==> src/rtl/sbr_pkg.sv <==
package sbr_pkg;
   typedef enum logic [2:0] {
      ST_IDLE      = 3'd0,
      ST_TAKE_HOST = 3'd1,
      ST_PUT_SRAM  = 3'd2,
      ST_TAKE_SRAM = 3'd3,
      ST_PUT_HOST  = 3'd4
   } seq_state_t;
endpackage

==> src/rtl/sbr_tick_gen.sv <==
module sbr_tick_gen #(
   parameter int CLK_DIV = 2
) (
   input  logic clk,
   input  logic rst,
   output logic tick
);
   generate
      if (CLK_DIV == 1) begin : g_pass
         logic unused_rst;
         assign unused_rst = rst;
         assign tick = 1'b1;
      end else begin : g_div
         localparam int CW = $clog2(CLK_DIV);
         logic [CW-1:0] cnt;
         always_ff @(posedge clk) begin
            if (rst) cnt <= '0;
            else if (cnt == CW'(CLK_DIV - 1)) cnt <= '0;
            else cnt <= cnt + 1'b1;
         end
         assign tick = (cnt == CW'(CLK_DIV - 1));
      end
   endgenerate
endmodule

==> src/rtl/sbr_addr_shifter.sv <==
module sbr_addr_shifter #(
   parameter int ADDR_W      = 21,
   parameter int SYNC_STAGES = 2
) (
   input  logic              clk,
   input  logic              rst,
   input  logic              tick,
   input  logic              sdi,
   input  logic              shift_n,
   output logic              shift_rise,
   output logic [ADDR_W-1:0] addr_q
);
   logic [SYNC_STAGES:0]   en_p;
   logic [SYNC_STAGES-1:0] sdi_p;

   assign shift_rise = en_p[SYNC_STAGES-1] & ~en_p[SYNC_STAGES];

   always_ff @(posedge clk) begin
      if (rst) begin
         en_p   <= '1;
         sdi_p  <= '0;
         addr_q <= '0;
      end else if (tick) begin
         en_p  <= {en_p[SYNC_STAGES-1:0], shift_n};
         sdi_p <= {sdi_p[SYNC_STAGES-2:0], sdi};
         if (shift_rise) addr_q <= {addr_q[ADDR_W-2:0], sdi_p[SYNC_STAGES-1]};
      end
   end
endmodule

==> src/rtl/sbr_access_seq.sv <==
module sbr_access_seq
   import sbr_pkg::*;
#(
   parameter int DATA_W      = 8,
   parameter int SYNC_STAGES = 2
) (
   input  logic              clk,
   input  logic              rst,
   input  logic              tick,
   input  logic              hold_idle,
   input  logic              we_req_n,
   input  logic              oe_req_n,
   input  logic [DATA_W-1:0] host_din,
   input  logic [DATA_W-1:0] sram_din,
   output seq_state_t        state,
   output logic [DATA_W-1:0] buf_q,
   output logic              ce_n,
   output logic              oe_n,
   output logic              we_n,
   output logic              drive_sram,
   output logic              drive_host
);
   logic [SYNC_STAGES-1:0] we_p, oe_p;
   logic                   we_s, oe_s;
   seq_state_t             nxt;

   assign we_s = we_p[SYNC_STAGES-1];
   assign oe_s = oe_p[SYNC_STAGES-1];

   always_comb begin
      nxt = ST_IDLE;
      unique case (state)
         ST_IDLE:      nxt = !we_s ? ST_TAKE_HOST : (!oe_s ? ST_TAKE_SRAM : ST_IDLE);
         ST_TAKE_HOST: nxt = !we_s ? ST_PUT_SRAM  : ST_IDLE;
         ST_PUT_SRAM:  nxt = !we_s ? ST_TAKE_HOST : ST_IDLE;
         ST_TAKE_SRAM: nxt = !oe_s ? ST_PUT_HOST  : ST_IDLE;
         ST_PUT_HOST:  nxt = !oe_s ? ST_TAKE_SRAM : ST_IDLE;
         default:      nxt = ST_IDLE;
      endcase
      if (hold_idle) nxt = ST_IDLE;
   end

   always_ff @(posedge clk) begin
      if (rst) begin
         state <= ST_IDLE;
         buf_q <= '0;
         we_p  <= '1;
         oe_p  <= '1;
      end else if (tick) begin
         we_p  <= {we_p[SYNC_STAGES-2:0], we_req_n};
         oe_p  <= {oe_p[SYNC_STAGES-2:0], oe_req_n};
         state <= nxt;
         if (state == ST_TAKE_HOST) buf_q <= host_din;
         else if (state == ST_TAKE_SRAM) buf_q <= sram_din;
      end
   end

   assign ce_n       = (state == ST_IDLE);
   assign we_n       = (state != ST_PUT_SRAM);
   assign oe_n       = !(state == ST_TAKE_SRAM || state == ST_PUT_HOST);
   assign drive_sram = (state == ST_PUT_SRAM);
   assign drive_host = (state == ST_PUT_HOST);
endmodule

==> src/rtl/sram_bridge.sv <==
module sram_bridge
   import sbr_pkg::*;
#(
   parameter int ADDR_W      = 21,
   parameter int DATA_W      = 8,
   parameter int CLK_DIV     = 2,
   parameter int SYNC_STAGES = 2
) (
   input  logic              clk,
   input  logic              rst,
   input  logic              addr_sdi,
   input  logic              addr_shift_n,
   input  logic              host_we_n,
   input  logic              host_oe_n,
   input  logic [DATA_W-1:0] host_din,
   output logic [DATA_W-1:0] host_dout,
   output logic              host_drive,
   output logic [ADDR_W-1:0] sram_addr,
   input  logic [DATA_W-1:0] sram_din,
   output logic [DATA_W-1:0] sram_dout,
   output logic              sram_drive,
   output logic              sram_ce_n,
   output logic              sram_oe_n,
   output logic              sram_we_n,
   input  logic              console_sel,
   input  logic [ADDR_W-1:0] console_addr,
   output logic [DATA_W-1:0] console_data
);
   generate
      if (ADDR_W < 2 || DATA_W < 1 || CLK_DIV < 1 || SYNC_STAGES < 2) begin : g_bad_cfg
         $error("sram_bridge: unsupported parameter set");
      end
   endgenerate

   logic              tick;
   logic              shift_rise;
   logic [ADDR_W-1:0] addr_q;
   seq_state_t        seq_state;
   logic [DATA_W-1:0] buf_q;
   logic              s_ce_n, s_oe_n, s_we_n, s_drv_sram, s_drv_host;

   sbr_tick_gen #(.CLK_DIV(CLK_DIV)) u_tick (
      .clk(clk), .rst(rst), .tick(tick)
   );

   sbr_addr_shifter #(.ADDR_W(ADDR_W), .SYNC_STAGES(SYNC_STAGES)) u_addr (
      .clk(clk), .rst(rst), .tick(tick), .sdi(addr_sdi), .shift_n(addr_shift_n),
      .shift_rise(shift_rise), .addr_q(addr_q)
   );

   sbr_access_seq #(.DATA_W(DATA_W), .SYNC_STAGES(SYNC_STAGES)) u_seq (
      .clk(clk), .rst(rst), .tick(tick), .hold_idle(console_sel),
      .we_req_n(host_we_n), .oe_req_n(host_oe_n),
      .host_din(host_din), .sram_din(sram_din),
      .state(seq_state), .buf_q(buf_q),
      .ce_n(s_ce_n), .oe_n(s_oe_n), .we_n(s_we_n),
      .drive_sram(s_drv_sram), .drive_host(s_drv_host)
   );

   assign host_dout    = buf_q;
   assign sram_dout    = buf_q;
   assign sram_addr    = console_sel ? console_addr : addr_q;
   assign sram_ce_n    = console_sel ? 1'b0 : s_ce_n;
   assign sram_oe_n    = console_sel ? 1'b0 : s_oe_n;
   assign sram_we_n    = console_sel ? 1'b1 : s_we_n;
   assign sram_drive   = console_sel ? 1'b0 : s_drv_sram;
   assign host_drive   = console_sel ? 1'b0 : s_drv_host;
   assign console_data = console_sel ? sram_din : '0;
endmodule

==> config.mk <==
export PLATFORM = sky130hd
export DESIGN_NAME = sram_bridge
export DESIGN_NICKNAME = d
export VERILOG_FILES = /design/src/rtl/sbr_pkg.sv /design/src/rtl/sbr_tick_gen.sv /design/src/rtl/sbr_addr_shifter.sv /design/src/rtl/sbr_access_seq.sv /design/src/rtl/sram_bridge.sv
export SDC_FILE = /design/constraint.sdc
export NUM_CORES = 1
export LEC_CHECK = 0
export ABC_AREA = 1
export BUFFER_PORTS_ARGS = -buffer_cell sky130_fd_sc_hd__buf_2
export CAP_MARGIN = 15
export CORE_MARGIN = 4
export CORE_UTILIZATION = 40
export DETAILED_ROUTE_END_ITERATION = 10
export PLACE_DENSITY = 0.8
export SLEW_MARGIN = 0
export SYNTH_ARGS = -nofsm -noshare
export SYNTH_HDL_FRONTEND = slang
export SYNTH_SLANG_ARGS = --single-unit
==> constraint.sdc <==
create_clock -name clk -period 1.54 [get_ports clk]
set_input_delay 0.154 -clock clk [delete_from_list [all_inputs] [get_ports clk]]
set_output_delay 0.154 -clock clk [all_outputs]
set_load 0.005 [all_outputs]
==> impl_results.md <==
* Status: finished, final reports clean
* CP endpoint kind: primary output
* Reg area at 844.6 sq um
* Mapped Nets at 369
* Slew Limit Headroom at 59.09%
* Crit path max-delay family: flip-flops
* H-tree depth at 2
* Gr usage total at 15.29%
* Slew Viols, Final at 0
* Via count at 2138
* Critical Path AT at 1.30 ns
* Starting density of the core at 42.38%
* CP Data Required Time at 1.39 ns
* Clk_lat worst skew at 0.29 ns
* Sum Neg Setup Slack at 0 ns
* Die width at 79.91 um
* Max clock buf depth at 2
* Slowest Stage Delay on Critical Path at 0.46 ns
* WL/cell at 10.43 um
* Filler cells at 500
* Slowest CP cell: dfxtp_1
* DR vias/cell at 4.501
* Worst-path fanout max at 7
* DRT Pass-1 Iters at 6
* Yosys top cell by area: dfxtp_1
* Final period utilization at 94.48%
* # IOs at 94
* Core area at 4880 sq um
* Critical setup path kind: reg2out
* Unique cell type count in the Yosys netlist at 22
* Largest net degree at the start of global routing at 29
* Number of global-route vias before repair at 1794
* Top post-synthesis cells by area: dfxtp_1 (41%), nand2_1 (19%), nor2_1 (9.6%), o21ai_0 (7.5%), inv_1 (4.4%)
* IO buf count at 93
* First-pass GRT wire length at 7845 um
* Worst hold start: addr_shift_n
* Setup Skew at 0.007869 ns
* Post-synthesis sequential area ratio at 40.65%
* Final hold vios at 0
* Final core utilization at 54.36%
* CTS buffer count at 5
* RR Startpoint: u_tick.tick
* Pleak at 1.589 nW
* Worst R2R End: u_seq.buf_q[5]
* Setup crit start kind: flop
* Tmin final at 1.455 ns
* Post-Place Worst Slack at 0.3048 ns
* Post-Syn Area per Cell at 6.364 sq um
* Nets at 451
* Setup violators final at 0
* CP endpoint: sram_oe_n
* Clk sink count at 42
* Total Wirelength at 4955 um
* Final ANT Viol Nets at 0
* Mapped Area at 2068 sq um
* Worst VDD drop at 0.3479 mV
* Routability cong. at 0.7906
* R2R Setup Slk at 0.32 ns
* Share of the synthesized area in the top cell type at 40.65%
* GRT overflow at 0
* YS warnings at 0
* Synthesized netlist cell count at 325
* Synth-to-Final Area Change at 28.25%
* CTS root buffer: clkbuf_8
* Least-Margin Pin Slew at 0.6129 ns
* Total Die Area at 6385 sq um
* MaxCap Viol Count at 0
* Worst reg-to-reg path cell count at 5
* Critical path origin: u_seq.state[2]
* Hpwl dp at 3678 um
* Multi-input gate area at 993.5 sq um
* DR DRC count at 0
* Min-Delay Path Class: in2reg
* PD cells at 880.4 nW/um^2
* Rows at 25
* Critical path depth in cells at 5
* # hold bufs at CTS at 0
* Fmax at 0.6873 GHz
* Die height at 79.91 um
* CTS tree: built
* # diodes at 0
* Crit path buf inv count at 2
* RSZ-0062 raised after global routing: no
* Flops & latches, synth at 42
* Final setup margin at 0.08499 ns
* CTS clk-pin slew, worst paths at 0.07 ns
* Initial antenna violation count at 0
* Share of cells above drive strength 1 at 29.90%
* Drt first-iter violations at 107
* CP Cell Sequence: inv_2 > nand2_2 > nor2_1 > a211oi_1 > buf_2
* Worst hold path depth at 3
==> cell usage in the layout (no fill, tap or decap) <==
| cell | n |
|---|---|
| a211oi_1 | 1 |
| a21oi_1 | 10 |
| buf_12 | 1 |
| buf_2 | 93 |
| buf_4 | 5 |
| bufinv_16 | 1 |
| clkbuf_1 | 2 |
| clkbuf_8 | 5 |
| clkinv_1 | 1 |
| dfxtp_1 | 41 |
| dfxtp_4 | 1 |
| inv_1 | 24 |
| inv_2 | 2 |
| nand2_1 | 107 |
| nand2_2 | 1 |
| nand3_1 | 12 |
| nor2_1 | 52 |
| nor2_2 | 2 |
| nor2_4 | 1 |
| nor3_1 | 3 |
| nor3_2 | 1 |
| o21ai_0 | 31 |
| o21ai_1 | 2 |
| o21ai_2 | 1 |
| or2_2 | 8 |
==> metal layers <==
layer / vias to the layer above / global-route usage [%] / routed length, um
li1: 1158 / - / -
met1: 890 / 18.98 / 2302
met2: 83 / 25.91 / 2192
met3: 7 / 3.160 / 388
met4: 0 / 5.574 / 72
met5: - / 0 / 0
==> where the power goes <==
part	switching (W)	total (W)	internal, W
registers	0.0000321	0.00116	0.00113
clock network	0.000351	0.000836	0.000485
logic	0.000179	0.000337	0.000158
==> kinds of logic (layout without fill, tap and decap cells) <==
family	Yosys count	after routing	share of synthesized area, %
buffers and inverters	51	134	11.43
AO/OA/AOI/OAI	45	45	11.19
flip-flops	42	42	40.65
AND/OR/NAND/NOR	187	187	36.72
==> sequential cells by signal (all words and copies together) (netlist names) <==
signal,count
u_seq.state,3
u_addr.addr_q,21
u_seq.oe_p,2
u_seq.buf_q,8
u_addr.sdi_p,2
u_tick.tick,1
u_seq.we_p,2
u_addr.en_p,3
==> how the worst min path moves through the flow <==
stage	endpoint
2_1_floorplan	u_seq.oe_p[1]
3_3_place_gp	u_addr.en_p[0]
3_5_place_dp	u_seq.we_p[0]
4_1_cts	u_seq.we_p[0]
5_1_grt	u_addr.en_p[0]
6_report	u_addr.en_p[0]
==> layout make-up <==
class	instances	area share, %
multi-input cells	232	37.45
clock buffers	7	2.877
clock inverters	1	1.132
inverters	27	3.821
flip-flops and latches	42	31.84
repair buffers	99	19.72
well taps	67	3.160
==> synthesized netlist by cell type, drive strengths merged <==
| library cell | count |
|---|---|
| nand2 | 108 |
| buf | 15 |
| o21ai | 34 |
| clkbuf | 9 |
| clkinv | 1 |
| inv | 26 |
| nor3 | 4 |
| a21oi | 10 |
| dfxtp | 42 |
| nor2 | 55 |
| nand3 | 12 |
| a211oi | 1 |
| or2 | 8 |
==> per-stage QoR <==
step                cells  hold slack [ns]  power, W  cell area (sq um)
finish                475          0.07741  0.002335               2653
global route          475          0.08627  0.002454               2653
CTS                   475          0.07136  0.002364               2648
detailed placement    467           0.3707  0.001526               2540
global placement      467           0.3703  0.001519               2540
floorplan             325           0.2537  0.001375               2068
==> worst register-to-register path, cell delays in order, from the launching register on <==
cell	delay, ns
dfxtp_1	0.36
buf_4	0.18
inv_2	0.09
nor2_4	0.29
o21ai_0	0.12
a21oi_1	0.12
==> repair_timing <==
item | 4_1_cts | 5_1_grt
setup endpoints to repair | 1 | 2
buffers inserted | 0 | 0
resized for setup | 1 | 2
No activity file was read; power rests on OpenSTA's default activity.
